$ cat src/rtl/uart_fc_pkg.sv
package uart_fc_pkg;
   typedef enum logic {
      TXS_IDLE = 1'b0,
      TXS_SEND = 1'b1
   } txs_e;

   // start bit plus stop bit around the data field
   localparam int unsigned FRAME_OVERHEAD = 2;

   function automatic int unsigned width_of(input int unsigned n);
      return (n <= 1) ? 1 : $clog2(n);
   endfunction
endpackage

$ cat src/rtl/fc_tx_fifo.sv
module fc_tx_fifo #(
   parameter int unsigned DATA_W = 8,
   parameter int unsigned DEPTH  = 4
) (
   input  logic              clk,
   input  logic              rst_n,
   input  logic              wr_en,
   input  logic [DATA_W-1:0] wr_data,
   input  logic              rd_en,
   output logic [DATA_W-1:0] rd_data,
   output logic              full,
   output logic              empty
);
   localparam int unsigned AW = uart_fc_pkg::width_of(DEPTH);

   initial begin : param_check
      assert (DEPTH >= 2 && (DEPTH & (DEPTH - 1)) == 0)
         else $error("fc_tx_fifo: DEPTH must be a power of two >= 2");
      assert (DATA_W >= 1) else $error("fc_tx_fifo: DATA_W must be >= 1");
   end

   logic [DATA_W-1:0] mem [DEPTH];
   logic [AW:0]       wptr, rptr;
   logic              push, pop;

   assign full    = (wptr[AW] != rptr[AW]) && (wptr[AW-1:0] == rptr[AW-1:0]);
   assign empty   = (wptr == rptr);
   assign push    = wr_en && !full;
   assign pop     = rd_en && !empty;
   assign rd_data = mem[rptr[AW-1:0]];

   always_ff @(posedge clk or negedge rst_n) begin
      if (!rst_n) begin
         wptr <= '0;
         rptr <= '0;
      end else begin
         if (push) wptr <= wptr + 1'b1;
         if (pop)  rptr <= rptr + 1'b1;
      end
   end

   always_ff @(posedge clk) begin
      if (push) mem[wptr[AW-1:0]] <= wr_data;
   end

   // a write against a full queue leaves the write pointer untouched
   assert_no_overflow_R8: assert property (@(posedge clk) disable iff (!rst_n)
      (full && wr_en) |=> $stable(wptr));

   assert_flags_exclusive_R8: assert property (@(posedge clk) disable iff (!rst_n)
      !(full && empty));
endmodule

$ cat src/rtl/fc_sync.sv
module fc_sync #(
   parameter int unsigned STAGES    = 2,
   parameter logic        RESET_VAL = 1'b1
) (
   input  logic clk,
   input  logic rst_n,
   input  logic d,
   output logic q
);
   initial begin : param_check
      assert (STAGES >= 2) else $error("fc_sync: STAGES must be >= 2");
   end

   logic [STAGES-1:0] chain;

   always_ff @(posedge clk or negedge rst_n) begin
      if (!rst_n) chain <= {STAGES{RESET_VAL}};
      else        chain <= {chain[STAGES-2:0], d};
   end

   assign q = chain[STAGES-1];
endmodule

$ cat src/rtl/fc_rts_gen.sv
module fc_rts_gen #(
   parameter int unsigned CNT_W      = 6,
   parameter bit          REGISTERED = 1'b1
) (
   input  logic             clk,
   input  logic             rst_n,
   input  logic [CNT_W-1:0] level,
   input  logic [CNT_W-1:0] mark,
   input  logic             auto_en,
   input  logic             sw_req,
   output logic             rts_n
);
   initial begin : param_check
      assert (CNT_W >= 1) else $error("fc_rts_gen: CNT_W must be >= 1");
   end

   logic hold_off;

   always_comb begin
      if (auto_en) hold_off = (level >= mark);
      else         hold_off = !sw_req;
   end

   generate
      if (REGISTERED) begin : g_reg
         always_ff @(posedge clk or negedge rst_n) begin
            if (!rst_n) rts_n <= 1'b1;
            else        rts_n <= hold_off;
         end

         assert_rts_stop_R2: assert property (@(posedge clk) disable iff (!rst_n)
            (auto_en && level >= mark) |=> rts_n);

         assert_rts_go_R3: assert property (@(posedge clk) disable iff (!rst_n)
            (auto_en && level < mark) |=> !rts_n);

         assert_rts_manual_R4: assert property (@(posedge clk) disable iff (!rst_n)
            !auto_en |=> (rts_n == !$past(sw_req)));
      end else begin : g_comb
         assign rts_n = hold_off;
      end
   endgenerate
endmodule

$ cat src/rtl/fc_tx_shift.sv
module fc_tx_shift #(
   parameter int unsigned DATA_W        = 8,
   parameter int unsigned TICKS_PER_BIT = 16
) (
   input  logic              clk,
   input  logic              rst_n,
   input  logic              baud_tick,
   input  logic              have_data,
   input  logic [DATA_W-1:0] data,
   input  logic              gate_en,
   input  logic              clear_ok,
   output logic              take,
   output logic              txd
);
   import uart_fc_pkg::*;

   localparam int unsigned FB = DATA_W + FRAME_OVERHEAD;
   localparam int unsigned TW = width_of(TICKS_PER_BIT);
   localparam int unsigned BW = width_of(FB);
   localparam logic [TW-1:0] TICK_LAST = TW'(TICKS_PER_BIT - 1);
   localparam logic [BW-1:0] BIT_LAST  = BW'(FB - 1);

   initial begin : param_check
      assert (TICKS_PER_BIT >= 1) else $error("fc_tx_shift: TICKS_PER_BIT must be >= 1");
   end

   txs_e          state;
   logic [FB-1:0] sh;
   logic [TW-1:0] tick_cnt;
   logic [BW-1:0] bit_cnt;
   logic          busy, cell_end;

   assign busy     = (state == TXS_SEND);
   assign take     = !busy && have_data && (!gate_en || clear_ok);
   assign cell_end = baud_tick && (tick_cnt == TICK_LAST);
   assign txd      = busy ? sh[0] : 1'b1;

   always_ff @(posedge clk or negedge rst_n) begin
      if (!rst_n) begin
         state    <= TXS_IDLE;
         sh       <= '1;
         tick_cnt <= '0;
         bit_cnt  <= '0;
      end else if (!busy) begin
         if (take) begin
            sh       <= {1'b1, data, 1'b0};
            state    <= TXS_SEND;
            tick_cnt <= '0;
            bit_cnt  <= '0;
         end
      end else if (baud_tick) begin
         if (cell_end) begin
            tick_cnt <= '0;
            sh       <= {1'b1, sh[FB-1:1]};
            if (bit_cnt == BIT_LAST) begin
               bit_cnt <= '0;
               state   <= TXS_IDLE;
            end else begin
               bit_cnt <= bit_cnt + 1'b1;
            end
         end else begin
            tick_cnt <= tick_cnt + 1'b1;
         end
      end
   end

   // no frame may begin while the gate is closed
   assert_gate_closed_R5: assert property (@(posedge clk) disable iff (!rst_n)
      (!busy && gate_en && !clear_ok) |=> !busy);

   // a running frame is never cut short, whatever the clear-to-send line does
   assert_frame_whole_R6: assert property (@(posedge clk) disable iff (!rst_n)
      (busy && !(cell_end && bit_cnt == BIT_LAST)) |=> busy);
endmodule

$ cat src/rtl/uart_flow_ctrl.sv
module uart_flow_ctrl #(
   parameter int unsigned DATA_W          = 8,
   parameter int unsigned TXQ_DEPTH       = 4,
   parameter int unsigned OCC_W           = 6,
   parameter int unsigned TICKS_PER_BIT   = 16,
   parameter int unsigned CTS_SYNC_STAGES = 2,
   parameter bit          RTS_REGISTERED  = 1'b1
) (
   input  logic              clk,
   input  logic              rst_n,
   input  logic              txq_wr,
   input  logic [DATA_W-1:0] txq_data,
   output logic              txq_full,
   output logic              txq_empty,
   input  logic [OCC_W-1:0]  rxq_level,
   input  logic [OCC_W-1:0]  rxq_mark,
   input  logic              auto_rts_on,
   input  logic              auto_cts_on,
   input  logic              rts_sw_req,
   input  logic              baud_tick,
   input  logic              cts_n,
   output logic              rts_n,
   output logic              txd
);
   logic              cts_n_s;
   logic              take;
   logic [DATA_W-1:0] head;

   fc_tx_fifo #(.DATA_W(DATA_W), .DEPTH(TXQ_DEPTH)) i_txq (
      .clk     (clk),
      .rst_n   (rst_n),
      .wr_en   (txq_wr),
      .wr_data (txq_data),
      .rd_en   (take),
      .rd_data (head),
      .full    (txq_full),
      .empty   (txq_empty)
   );

   fc_sync #(.STAGES(CTS_SYNC_STAGES), .RESET_VAL(1'b1)) i_cts_sync (
      .clk   (clk),
      .rst_n (rst_n),
      .d     (cts_n),
      .q     (cts_n_s)
   );

   fc_tx_shift #(.DATA_W(DATA_W), .TICKS_PER_BIT(TICKS_PER_BIT)) i_shift (
      .clk       (clk),
      .rst_n     (rst_n),
      .baud_tick (baud_tick),
      .have_data (!txq_empty),
      .data      (head),
      .gate_en   (auto_cts_on),
      .clear_ok  (!cts_n_s),
      .take      (take),
      .txd       (txd)
   );

   fc_rts_gen #(.CNT_W(OCC_W), .REGISTERED(RTS_REGISTERED)) i_rts (
      .clk     (clk),
      .rst_n   (rst_n),
      .level   (rxq_level),
      .mark    (rxq_mark),
      .auto_en (auto_rts_on),
      .sw_req  (rts_sw_req),
      .rts_n   (rts_n)
   );
endmodule

$ cat config.mk
export PLATFORM = sky130hd
export DESIGN_NAME = uart_flow_ctrl
export DESIGN_NICKNAME = d
export VERILOG_FILES = /design/src/rtl/uart_fc_pkg.sv /design/src/rtl/fc_tx_fifo.sv /design/src/rtl/fc_sync.sv /design/src/rtl/fc_rts_gen.sv /design/src/rtl/fc_tx_shift.sv /design/src/rtl/uart_flow_ctrl.sv
export SDC_FILE = /design/constraint.sdc
export NUM_CORES = 1
export LEC_CHECK = 0
export ABC_AREA = 0
export BUFFER_PORTS_ARGS = -buffer_cell sky130_fd_sc_hd__buf_2
export CAP_MARGIN = 20
export CORE_MARGIN = 2
export CORE_UTILIZATION = 60
export DETAILED_ROUTE_END_ITERATION = 7
export GPL_ROUTABILITY_DRIVEN = 0
export PLACE_DENSITY = 0.81
export SLEW_MARGIN = 20
export SYNTH_ARGS = -nofsm -noshare
export SYNTH_HDL_FRONTEND = slang
export SYNTH_SLANG_ARGS = --single-unit
export TNS_END_PERCENT = 100
$ cat constraint.sdc
create_clock -name clk -period 5.05 [get_ports clk]
set_clock_uncertainty 0.15 [all_clocks]
set_input_delay 0.2525 -clock clk [delete_from_list [all_inputs] [get_ports clk]]
set_output_delay 0.2525 -clock clk [all_outputs]
set_load 0.03 [all_outputs]
==> impl_metrics.ini <==
[floorplan]
dieHeight_um = 71.5
design.die.area_mm2 = 0.00511
num_rows = 24
die_x_um = 71.5
placeableCoreArea_mm2 = 0.00438
io_pins = 32
start_util_pct = 62.4

[worst_setup_path]
crit_family = compound AO/OA/AOI/OAI gates
crit_chain = a21o_1 -> a31oi_4 -> a31oi_4 -> o21ai_0 -> o41ai_1
cp_common_cell = a31oi_4
worst-path-max-fanout = 23
worstPathArrival_ns = 2.25
slowest_stage = dfrtp_1
start_kind = register
cp.required_ns = 5.12
crit_type = register to register
critical_path_buf_inv_count = 0
crit_path_max_incr_delay_ns = 0.86
crit_path_end_kind = register

[power]
pwr-share-comb_pct = 24.5
netSwitchingPower_mw = 0.509
vdd_drop_max_v = 0.000294
p_leak_nw = 1.41
power_per_cell_area_mw_per_mm2 = 495
pwr-share-clk_pct = 27.6
pwr-share-seq_pct = 47.8
swShare_pct = 31.8
p_int_mw = 1.09

[route]
dr_total_vias = 1593
drtIter0Drc = 90
ant_nets = 0
drt_wl_total_um = 4390
vias_per_cell = 5.38
route.detailed.drc = 0
dr.pass1.iters = 4
wl_per_cell_um = 14.8

[clocking]
cts_tree = done
cts_resized = 0
clock_sinks = 59
clkSlewWorstSetupHoldPaths_ns = 0.07
clock_latency_ns = 0.33
cts_setup_buffers = 0
cts-root-buf = clkbuf_8
h-tree-depth = 3
ctsHoldBuffers = 12
numCtsBuffers = 9
cts_max_path_buffers = 2

[logic_synthesis]
ys_seq_elements = 59
ys_types = 39
synth-edff-count = 32
syn_nets = 233
synth_top_area_share_pct = 35.1
synthFlopType = edfxtp_1
yosys.area.top_type = edfxtp_1
synth_area_mm2 = 0.00274
ys_warn_count = 0
yosysSeqAreaShare_pct = 60.4
synthTopCellsByArea = edfxtp_1 35%, dfrtp_1 14%, dfstp_2 12%
synth_cells = 191
syn-mean-instance-area_um2 = 14.3
synthArstFlopShare_pct = 45.8

[grt]
grt_pass1_wl_um = 7550
track_usage_pct = 20.1
grt-ovfl-total = 0
grt_pass1_vias = 1597
antenna_found_initial = 0
grt_max_degree = 28

[sta]
setup_viol = 0
fin_ws_ns = 2.87
finalHoldViolCount = 0
slew_headroom_pct = 47.6
rsz0062_at_grt = no
finalSetupTns_ns = 0
tightest_slew_ns = 0.787
fin_crit_ns = 2.18
drv_slew = 0
fmax_ghz = 0.460
fin_crit_sh_pct = 43.1

[finish]
syn2layout_area_growth_pct = 18.0
fillers = 281
final_common_cell = edfxtp_1
antenna_cells = 0
drive_above_1_share_pct = 29.9
final_cell_mix = 32 x edfxtp_1, 31 x buf_2, 24 x nand2_1
nets = 281
multi_input_area_um2 = 985
seq_area_mm2 = 0.00165

[place]
dpl_worst_slack_ns = 2.87
port_buffers = 31
dp_hpwl_um = 2990

[job]
cap_viol_max_count = 0

[min_path]
min_path_type = input pin to register

[status]
status = completed
## cells in the mapped netlist (all sizes together), types with 4 or more instances
cell type	instances
edfxtp	32
dfstp	12
mux4	8
nand3	4
dfrtp	15
buf	6
inv	12
xnor2	5
a21oi	5
nand2	24
and2	4
ha	14
mux2i	8
o21ai	13
## state kept, by name, summed over array words and instances (netlist names)
name,cells
i_shift.tick_cnt,4
i_shift.bit_cnt,4
i_txq.rptr,3
i_shift.busy,1
i_txq.wptr,3
i_rts.rts_n,1
i_cts_sync.chain,2
i_txq.mem,32
i_shift.sh,9
## final timing paths
| check | cells past startpoint | end | from | slack [ns] |
|---|---|---|---|---|
| hold / removal | 3 | i_shift.sh[0] | baud_tick | 0.08 |
| hold reg to reg | 0 | i_cts_sync.chain[1] | i_cts_sync.chain[0] | 0.21 |
| max in group asynchronous | 2 | i_shift.sh[2] | rst_n | 4.07 |
| min in group asynchronous | 2 | i_shift.tick_cnt[2] | rst_n | 0.30 |
| setup reg to reg | 5 | i_shift.bit_cnt[2] | i_shift.busy | 2.87 |
| setup / recovery | 5 | i_shift.bit_cnt[2] | i_shift.busy | 2.87 |
## stage by stage
stage                     total power [mW]  util (%)  hold slack (ns)  cells  area [um2]
after global placement                1.14      66.2            0.135    268        2900
after global routing                  1.71      73.6           0.0750    296        3230
after floorplan                       1.07         -           -0.193    191        2740
after detailed placement              1.16      66.2            0.141    268        2900
after CTS                             1.61      73.6           0.0661    296        3230
final                                 1.60      73.6           0.0816    296        3230
## layer usage
metal	routed length (um)	part of all wire, %	GRT usage (%)
met5	0	0	0
met4	85	1.9	11.7
met3	148	3.4	4.78
met2	2060	47	28.7
met1	2100	48	28.4
## kinds of logic (layout without fill, tap and decap cells)
group           count (synthesis)  after routing  synth area share [%]
mux                            16             16                  9.79
xor+xnor                        7              7                  3.48
compound gates                 32             32                  8.60
buf+inv                        18             71                  3.61
flops                          59             59                  60.4
simple gates                   45             45                  7.73
fa+ha+maj                      14             14                  6.40
## cell type report
class | instances | share of cell area, %
clock inverter | 7 | 2.56
inverter | 12 | 1.40
multi-input combinational | 114 | 30.5
timing repair buffer | 43 | 8.53
tap | 52 | 2.02
sequential | 59 | 51.2
clock buffer | 9 | 3.84
## power groups by stage
stage	clock network, mW	registers [mW]	logic, mW
after detailed placement	0	0.774	0.387
after floorplan	0	0.733	0.334
after CTS	0.450	0.766	0.396
after global placement	0	0.767	0.376
final	0.442	0.764	0.392
after global routing	0.476	0.783	0.447
## worst register-to-register path, stage by stage, from the launching register on
cell and delay (ns):
dfrtp_1 0.86, a21o_1 0.21, a31oi_4 0.07, a31oi_4 0.52, o21ai_0 0.18, o41ai_1 0.08
No activity file was read; power rests on OpenSTA's default activity.
